## config.mk

```make
export PLATFORM = sky130hd
export DESIGN_NAME = rect_xfer_seq
export DESIGN_NICKNAME = d
export VERILOG_FILES = /design/src/rtl/rect_xfer_pkg.sv /design/src/rtl/rect_xfer_regs.sv /design/src/rtl/rect_xfer_walker.sv /design/src/rtl/rect_xfer_ctrl.sv /design/src/rtl/rect_xfer_seq.sv
export SDC_FILE = /design/constraint.sdc
export NUM_CORES = 1
export LEC_CHECK = 0
export BUFFER_PORTS_ARGS = -buffer_cell sky130_fd_sc_hd__buf_2
export CAP_MARGIN = 20
export CORE_MARGIN = 2
export CORE_UTILIZATION = 55
export DETAILED_ROUTE_END_ITERATION = 6
export PLACE_DENSITY = 0.84
export REMOVE_ABC_BUFFERS = 1
export SETUP_SLACK_MARGIN = 0.2
export SKIP_CTS_REPAIR_TIMING = 1
export SLEW_MARGIN = 20
export SYNTH_ARGS = -nofsm -noshare
export SYNTH_HDL_FRONTEND = slang
export SYNTH_SLANG_ARGS = --single-unit
```

## constraint.sdc

```tcl
create_clock -name clk -period 4.8 [get_ports clk]
set_input_delay 0.24 -clock clk [delete_from_list [all_inputs] [get_ports clk]]
set_output_delay 0.24 -clock clk [all_outputs]
set_load 0.01 [all_outputs]
```

## src/rtl/rect_xfer_pkg.sv

```systemverilog
package rect_xfer_pkg;
    localparam int AW     = 32;
    localparam int DW     = 32;
    localparam int CW     = 16;
    localparam int GW     = 8;
    localparam int NFLAG  = 3;
    localparam int PIXB   = DW / 8;

    localparam int F_DONE = 0;
    localparam int F_MARK = 1;
    localparam int F_ERR  = 2;

    localparam logic [3:0] A_CTRL = 4'd0;
    localparam logic [3:0] A_STAT = 4'd1;
    localparam logic [3:0] A_IEN  = 4'd2;
    localparam logic [3:0] A_SRC  = 4'd3;
    localparam logic [3:0] A_DST  = 4'd4;
    localparam logic [3:0] A_AREA = 4'd5;
    localparam logic [3:0] A_SKIP = 4'd6;
    localparam logic [3:0] A_COL  = 4'd7;
    localparam logic [3:0] A_MARK = 4'd8;
    localparam logic [3:0] A_GAP  = 4'd9;

    typedef enum logic [2:0] {S_IDLE, S_NEXT, S_RD, S_WR, S_GAP} seq_state_t;

    typedef struct packed {
        logic          copy;
        logic [AW-1:0] src;
        logic [AW-1:0] dst;
        logic [CW-1:0] width;
        logic [CW-1:0] height;
        logic [CW-1:0] src_skip;
        logic [CW-1:0] dst_skip;
        logic [CW-1:0] mark_line;
        logic [DW-1:0] colour;
        logic [GW-1:0] gap;
    } xfer_cfg_t;

    function automatic logic [AW-1:0] row_jump(input logic [CW-1:0] skip);
        return (AW'(skip) + AW'(1)) * AW'(PIXB);
    endfunction
endpackage

```

## src/rtl/rect_xfer_regs.sv

```systemverilog
module rect_xfer_regs
    import rect_xfer_pkg::*;
(
    input  logic             clk,
    input  logic             rst,
    input  logic             cfg_wr,
    input  logic [3:0]       cfg_addr,
    input  logic [31:0]      cfg_wdata,
    output logic [31:0]      cfg_rdata,
    input  logic             busy,
    input  logic [NFLAG-1:0] evt,
    output xfer_cfg_t        cfg,
    output logic             start_p,
    output logic             abort_p,
    output logic             pause,
    output logic             irq
);
    logic [NFLAG-1:0] flags, ien;
    logic             hit_ctrl, hit_stat;

    assign hit_ctrl = cfg_wr && (cfg_addr == A_CTRL);
    assign hit_stat = cfg_wr && (cfg_addr == A_STAT);
    assign start_p  = hit_ctrl && cfg_wdata[0];
    assign abort_p  = hit_ctrl && cfg_wdata[3];
    assign irq      = |(flags & ien);

    always_ff @(posedge clk) begin
        if (rst) begin
            cfg   <= '0;
            pause <= 1'b0;
            ien   <= '0;
        end else if (cfg_wr) begin
            case (cfg_addr)
                A_CTRL: begin cfg.copy <= cfg_wdata[1]; pause <= cfg_wdata[2]; end
                A_IEN:  ien           <= cfg_wdata[NFLAG-1:0];
                A_SRC:  cfg.src       <= cfg_wdata[AW-1:0];
                A_DST:  cfg.dst       <= cfg_wdata[AW-1:0];
                A_AREA: begin cfg.width <= cfg_wdata[CW-1:0]; cfg.height <= cfg_wdata[16 +: CW]; end
                A_SKIP: begin cfg.src_skip <= cfg_wdata[CW-1:0]; cfg.dst_skip <= cfg_wdata[16 +: CW]; end
                A_COL:  cfg.colour    <= cfg_wdata[DW-1:0];
                A_MARK: cfg.mark_line <= cfg_wdata[CW-1:0];
                A_GAP:  cfg.gap       <= cfg_wdata[GW-1:0];
                default: ;
            endcase
        end
    end

    for (genvar i = 0; i < NFLAG; i++) begin : g_flag
        always_ff @(posedge clk) begin
            if (rst)                         flags[i] <= 1'b0;
            else if (evt[i])                 flags[i] <= 1'b1;
            else if (hit_stat && cfg_wdata[i]) flags[i] <= 1'b0;
        end
    end

    always_comb begin
        case (cfg_addr)
            A_CTRL:  cfg_rdata = {28'b0, 1'b0, pause, cfg.copy, 1'b0};
            A_STAT:  cfg_rdata = {23'b0, busy, 5'b0, flags};
            A_IEN:   cfg_rdata = 32'(ien);
            A_SRC:   cfg_rdata = 32'(cfg.src);
            A_DST:   cfg_rdata = 32'(cfg.dst);
            A_AREA:  cfg_rdata = {16'(cfg.height), 16'(cfg.width)};
            A_SKIP:  cfg_rdata = {16'(cfg.dst_skip), 16'(cfg.src_skip)};
            A_COL:   cfg_rdata = 32'(cfg.colour);
            A_MARK:  cfg_rdata = 32'(cfg.mark_line);
            A_GAP:   cfg_rdata = 32'(cfg.gap);
            default: cfg_rdata = '0;
        endcase
    end

    AST_FLAG_W1C: assert property (@(posedge clk) disable iff (rst)
        (hit_stat && cfg_wdata[F_DONE] && !evt[F_DONE]) |=> !flags[F_DONE]);
    AST_MARK_SET: assert property (@(posedge clk) disable iff (rst)
        evt[F_MARK] |=> flags[F_MARK]);
    AST_ERR_SET: assert property (@(posedge clk) disable iff (rst)
        evt[F_ERR] |=> flags[F_ERR]);
endmodule

```

## src/rtl/rect_xfer_walker.sv

```systemverilog
module rect_xfer_walker
    import rect_xfer_pkg::*;
(
    input  logic          clk,
    input  logic          rst,
    input  logic          init,
    input  logic          step,
    input  xfer_cfg_t     cfg,
    output logic [AW-1:0] src_addr,
    output logic [AW-1:0] dst_addr,
    output logic [CW-1:0] row,
    output logic          row_end,
    output logic          last_pix
);
    logic [CW-1:0] col, w_q, h_q, ss_q, ds_q;

    assign row      = row_q_out();
    assign row_end  = (col == w_q - CW'(1));
    assign last_pix = row_end && (row_r == h_q - CW'(1));

    logic [CW-1:0] row_r;
    function automatic logic [CW-1:0] row_q_out();
        return row_r;
    endfunction

    always_ff @(posedge clk) begin
        if (rst) begin
            col <= '0; row_r <= '0; w_q <= '0; h_q <= '0; ss_q <= '0; ds_q <= '0;
            src_addr <= '0; dst_addr <= '0;
        end else if (init) begin
            col <= '0; row_r <= '0;
            w_q <= cfg.width; h_q <= cfg.height;
            ss_q <= cfg.src_skip; ds_q <= cfg.dst_skip;
            src_addr <= cfg.src; dst_addr <= cfg.dst;
        end else if (step) begin
            if (row_end) begin
                col      <= '0;
                row_r    <= row_r + CW'(1);
                src_addr <= src_addr + row_jump(ss_q);
                dst_addr <= dst_addr + row_jump(ds_q);
            end else begin
                col      <= col + CW'(1);
                src_addr <= src_addr + AW'(PIXB);
                dst_addr <= dst_addr + AW'(PIXB);
            end
        end
    end

    AST_COL_IN_RANGE: assert property (@(posedge clk) disable iff (rst)
        (w_q != '0) |-> (col < w_q));
    AST_STEP_ROW_WRAP: assert property (@(posedge clk) disable iff (rst)
        (step && row_end && !init) |=> (col == '0));
endmodule

```

## src/rtl/rect_xfer_ctrl.sv

```systemverilog
module rect_xfer_ctrl
    import rect_xfer_pkg::*;
(
    input  logic             clk,
    input  logic             rst,
    input  xfer_cfg_t        cfg,
    input  logic             start_p,
    input  logic             abort_p,
    input  logic             pause,
    output logic             mem_req,
    output logic             mem_we,
    output logic [AW-1:0]    mem_addr,
    output logic [DW-1:0]    mem_wdata,
    input  logic             mem_ready,
    input  logic [DW-1:0]    mem_rdata,
    input  logic             mem_err,
    output logic             wk_init,
    output logic             wk_step,
    input  logic [AW-1:0]    src_addr,
    input  logic [AW-1:0]    dst_addr,
    input  logic [CW-1:0]    row,
    input  logic             row_end,
    input  logic             last_pix,
    output logic             busy,
    output logic [NFLAG-1:0] evt
);
    seq_state_t    state;
    logic          have, abort_pend, copy_q;
    logic [DW-1:0] pix, colour_q;
    logic [GW-1:0] gap_q, gcnt;
    logic [CW-1:0] mark_q;
    logic          area_ok, acc_ok, wr_ok;
    seq_state_t    post;

    assign area_ok   = (cfg.width != '0) && (cfg.height != '0);
    assign busy      = (state != S_IDLE);
    assign mem_req   = (state == S_RD) || (state == S_WR);
    assign mem_we    = (state == S_WR);
    assign mem_addr  = mem_we ? dst_addr : src_addr;
    assign mem_wdata = copy_q ? pix : colour_q;
    assign acc_ok    = mem_req && mem_ready && !mem_err;
    assign wr_ok     = acc_ok && mem_we;
    assign wk_init   = (state == S_IDLE) && start_p && area_ok;
    assign wk_step   = wr_ok;
    assign post      = (gap_q == '0) ? S_NEXT : S_GAP;

    always_comb begin
        evt         = '0;
        evt[F_DONE] = ((state == S_IDLE) && start_p && !area_ok) || (wr_ok && last_pix);
        evt[F_MARK] = wr_ok && row_end && (row == mark_q);
        evt[F_ERR]  = mem_req && mem_ready && mem_err;
    end

    always_ff @(posedge clk) begin
        if (rst) begin
            state <= S_IDLE; have <= 1'b0; abort_pend <= 1'b0; copy_q <= 1'b0;
            pix <= '0; colour_q <= '0; gap_q <= '0; gcnt <= '0; mark_q <= '0;
        end else begin
            abort_pend <= busy && (abort_pend || abort_p);
            case (state)
                S_IDLE: if (wk_init) begin
                    state    <= S_NEXT;
                    have     <= 1'b0;
                    copy_q   <= cfg.copy;
                    colour_q <= cfg.colour;
                    gap_q    <= cfg.gap;
                    mark_q   <= cfg.mark_line;
                end
                S_NEXT: begin
                    if (abort_pend)  state <= S_IDLE;
                    else if (!pause) state <= (copy_q && !have) ? S_RD : S_WR;
                end
                S_GAP: begin
                    gcnt <= gcnt - GW'(1);
                    if (abort_pend)          state <= S_IDLE;
                    else if (gcnt == GW'(1)) state <= S_NEXT;
                end
                S_RD: if (mem_ready) begin
                    if (mem_err || abort_pend) state <= S_IDLE;
                    else begin
                        pix   <= mem_rdata;
                        have  <= 1'b1;
                        gcnt  <= gap_q;
                        state <= post;
                    end
                end
                S_WR: if (mem_ready) begin
                    have <= 1'b0;
                    if (mem_err || last_pix || abort_pend) state <= S_IDLE;
                    else begin
                        gcnt  <= gap_q;
                        state <= post;
                    end
                end
                default: state <= S_IDLE;
            endcase
        end
    end

    AST_REQ_HOLD: assert property (@(posedge clk) disable iff (rst)
        (mem_req && !mem_ready) |=> (mem_req && $stable(mem_addr) && $stable(mem_we) && $stable(mem_wdata)));
    AST_FILL_NO_READ: assert property (@(posedge clk) disable iff (rst)
        (mem_req && !copy_q) |-> mem_we);
    AST_ADDR_ALIGN: assert property (@(posedge clk) disable iff (rst)
        mem_req |-> (mem_addr[1:0] == 2'b00));
    AST_PAUSE_HOLD: assert property (@(posedge clk) disable iff (rst)
        ((state == S_NEXT) && pause && !abort_pend) |=> (!mem_req && busy));
    AST_ERR_STOP: assert property (@(posedge clk) disable iff (rst)
        (mem_req && mem_ready && mem_err) |=> !busy);
    AST_ABORT_EXIT: assert property (@(posedge clk) disable iff (rst)
        (abort_pend && ((state == S_GAP) || (state == S_NEXT))) |=> !busy);
    AST_IDLE_QUIET: assert property (@(posedge clk) disable iff (rst)
        !busy |-> !mem_req);
endmodule

```

## src/rtl/rect_xfer_seq.sv

```systemverilog
module rect_xfer_seq
    import rect_xfer_pkg::*;
(
    input  logic        clk,
    input  logic        rst,
    input  logic        cfg_wr,
    input  logic [3:0]  cfg_addr,
    input  logic [31:0] cfg_wdata,
    output logic [31:0] cfg_rdata,
    output logic        mem_req,
    output logic        mem_we,
    output logic [31:0] mem_addr,
    output logic [31:0] mem_wdata,
    input  logic        mem_ready,
    input  logic [31:0] mem_rdata,
    input  logic        mem_err,
    output logic        irq
);
    xfer_cfg_t        cfg;
    logic             start_p, abort_p, pause, busy, wk_init, wk_step, row_end, last_pix;
    logic [NFLAG-1:0] evt;
    logic [AW-1:0]    src_addr, dst_addr;
    logic [CW-1:0]    row;

    rect_xfer_regs regs_i (
        .clk(clk), .rst(rst), .cfg_wr(cfg_wr), .cfg_addr(cfg_addr),
        .cfg_wdata(cfg_wdata), .cfg_rdata(cfg_rdata), .busy(busy), .evt(evt),
        .cfg(cfg), .start_p(start_p), .abort_p(abort_p), .pause(pause), .irq(irq)
    );

    rect_xfer_walker walk_i (
        .clk(clk), .rst(rst), .init(wk_init), .step(wk_step), .cfg(cfg),
        .src_addr(src_addr), .dst_addr(dst_addr), .row(row),
        .row_end(row_end), .last_pix(last_pix)
    );

    rect_xfer_ctrl ctrl_i (
        .clk(clk), .rst(rst), .cfg(cfg), .start_p(start_p), .abort_p(abort_p),
        .pause(pause), .mem_req(mem_req), .mem_we(mem_we), .mem_addr(mem_addr),
        .mem_wdata(mem_wdata), .mem_ready(mem_ready), .mem_rdata(mem_rdata),
        .mem_err(mem_err), .wk_init(wk_init), .wk_step(wk_step),
        .src_addr(src_addr), .dst_addr(dst_addr), .row(row), .row_end(row_end),
        .last_pix(last_pix), .busy(busy), .evt(evt)
    );
endmodule

```

==> impl_metrics.toml <==
[yosys]
ys_warn_count = 0
yosysSeqAreaShare_pct = 40.3
synth_area_um2 = 22600
yosys_register_bits = 454
syn_avg_cell_area_um2 = 7.63
synth_ff_type = "dfxtp_1"
netlist.area_leader.share_pct = 40.3
synth_edf_count = 0
synthTopCellsByArea = "dfxtp_1 (40%), nand2_1 (13%), a21oi_1 (9.6%)"
yosysMostFrequentCell = "nand2_1"
synth_common_cells = "nand2_1 (811), dfxtp_1 (454), a21oi_1 (435), clkbuf_1 (199), nor2_1 (149)"
synthCells = 2956
yosys.cell_types.count = 78
async_flop_share_pct = 0
yosysTopAreaCell = "dfxtp_1"

[timing]
drv_slew = 0
fmax_ghz = 0.215
slew-limit-headroom_pct = 25.0
period_share_pct = 96.7
hold_viol = 0
setup_viol = 0
fin_crit_ns = 4.64
tightest_slew_ns = 1.12
rsz0062_at_grt = "true"
finalSetupTns_ns = 0
finalClockSkew_ns = 0.0247
whs_ns = 0.0000815

[setup_path]
crit_chain = "inv_2, ha_4, or4b_4, nor3_4, o211ai_1, a2111oi_4, buf_4, nand4_4, buf_12, nor2_4, ha_4, a21o_1, a21o_1, a21oi_2, buf_4, o211ai_1, a31o_2, o21ai_2, buf_6, or3_1, a31oi_1"
crit_path_end_kind = "register"
crit_fanout = 5
path_class = "register to register"
worst-path-stages = 21
max_stage_delay_ns = 0.51
cp.buffers_inverters = 5
crit_family = "compound AO/OA/AOI/OAI gates"
cp_slowest_cell = "or4b_4"
reg2regPathDepth = 21
start_kind = "register"
required_ns = 5.33
arrival_ns = 5.18

[clocking]
cts.sinks = 454
h-tree-depth = 2
numCtsBuffers = 49
tritoncts = "done"
ctsRootBufferMaster = "clkbuf_16"
clk_latency_ns = 0.62
cts_buffer_depth = 3
cts.reportedPaths.clkPinSlew_ns = 0.06

[die]
die_h_um = 207
core_um2 = 40600
start_util_pct = 55.5
num_rows = 74
ios = 172
die_x_um = 207
dieArea_um2 = 42700

[grt]
grt_pass1_wl_um = 120000
grt_usage_pct = 36.1
grt-ovfl-total = 0
grt_antenna_before_repair = 3
grt_pass1_vias = 22100
grt_max_degree = 184

[routing]
drt_iter0_drc = 3178
ant_nets = 0
vias = 23600
drt_wl_total_um = 81700
first_pass_iters = 7
post-route-drc-count = 27
vias_per_cell = 6.39
wl_per_cell_um = 22.1

[power_and_ir_drop]
p_leak_nw = 9.84
p_per_area_nw_per_um2 = 302
vdd_drop_max_mv = 0.271

[job]
cap_viol_max_count = 0

[worst_hold_path]
hold_depth = 3
hp-class = "primary input to register"

[layout]
final_cell_count_no_fill = 3692
drive_gt1_share_pct = 16.8
fin_nets = 3236
final_area_um2 = 27000
area_delta_synth_final_pct = 19.5
post-route-util_pct = 66.3

[placement]
dpl_cell_area_um2 = 23900
gp_congestion = 0.970
dp_hpwl_um = 52900
io_buffers = 171
place_inst = 3509

[status]
status = "complete, but fails checks"
violations = "design-rule violations"
layout by cell type (no fill, tap or decap), drive strengths merged, types with 19 or more instances in the layout:
cell           n
nand2        811
dfxtp        454
a21oi        435
buf          270
nor2         149
a22oi         86
nand3         77
xnor2         73
clkbuf        70
mux2          64
xor2          57
dlygate4sd3   55
o21ai         46
ha            42
inv           37
nand4         36
nor3          28
or3           26
a31oi         26
and3          26
a222oi        22
o211ai        21
a21o          21
nor4          20
or4           19
report_power, final:
part | internal (W) | total [W] | switching, W
sequential | 0.00379 | 0.00381 | 0.0000250
combinational | 0.0000869 | 0.000286 | 0.000199
clock | 0.00240 | 0.00405 | 0.00164
cells by family (layout without fill, tap and decap cells):
group	Yosys count	after routing	share of synthesized area [%]
and+or+nand+nor	1252	1252	24.0
adders and majority gates	44	44	2.51
muxes	79	79	3.86
DFF	454	454	40.3
other	0	4	0
buffers and inverters	251	451	4.26
xor gates and xnor gates	130	130	5.05
AOI/OAI and AO/OA	746	746	20.0
area by class of cell:
type	count	area (µm²)
repair buffers	328	2310
clock inverters	21	295
clock buffers	67	1420
fillers	3200	13700
diodes	4	10.0
multi-input cells	2251	13000
flip-flops and latches	454	9090
inverters	35	131
well taps	532	666
per-stage QoR:
stage / worst slack (ns) / total power (W)
final: 0.156 / 0.00815
after global routing: 0.0321 / 0.00831
after CTS: -0.273 / 0.00810
after detailed placement: -0.249 / 0.00413
after global placement: -0.175 / 0.00413
after floorplan: -5.68 / 0.00395
worst reg2reg max path, stage by stage (launching register included):
cell	delay, ns
dfxtp_2	0.33
inv_2	0.06
ha_4	0.13
or4b_4	0.51
nor3_4	0.15
o211ai_1	0.18
a2111oi_4	0.36
buf_4	0.18
nand4_4	0.20
buf_12	0.25
nor2_4	0.12
ha_4	0.16
a21o_1	0.11
a21o_1	0.17
a21oi_2	0.08
buf_4	0.15
o211ai_1	0.43
a31o_2	0.32
o21ai_2	0.09
buf_6	0.14
or3_1	0.30
a31oi_1	0.16
final timing paths:
path	start	to	slack, ns
setup / recovery	walk_i.w_q[1]$_SDFFE_PP0P_	walk_i.src_addr[24]$_SDFFE_PP0P_	0.16
hold / removal	cfg_wdata[4]	regs_i.cfg[108]$_SDFFE_PP0P_	0.00008
setup reg to reg	walk_i.w_q[1]$_SDFFE_PP0P_	walk_i.src_addr[24]$_SDFFE_PP0P_	0.16
hold reg to reg	ctrl_i.colour_q[11]$_SDFFE_PP0P_	ctrl_i.colour_q[11]$_SDFFE_PP0P_	0.45
sequential cells by signal (all words and copies together) (netlist names):
signal             cells
walk_i.dst_addr       32
ctrl_i.have            1
ctrl_i.copy_q          1
regs_i.flags           3
walk_i.src_addr       32
ctrl_i.abort_pend      1
walk_i.row            16
ctrl_i.mark_q         16
ctrl_i.pix            32
walk_i.ds_q           16
ctrl_i.state           3
walk_i.h_q            16
ctrl_i.gcnt            8
regs_i.ien             3
walk_i.ss_q           16
ctrl_i.colour_q       32
walk_i.w_q            16
regs_i.cfg           185
walk_i.col            16
regs_i.pause           1
ctrl_i.gap_q           8
metal layers:
layer	track usage [%]	vias to the layer above	wire (µm)
met3	7.13	351	9000
met1	45.3	11100	30800
met4	23.0	2	5180
met5	0	-	10
li1	-	10600	-
met2	57.0	1515	36700
Power figures use the tool's default switching activity.
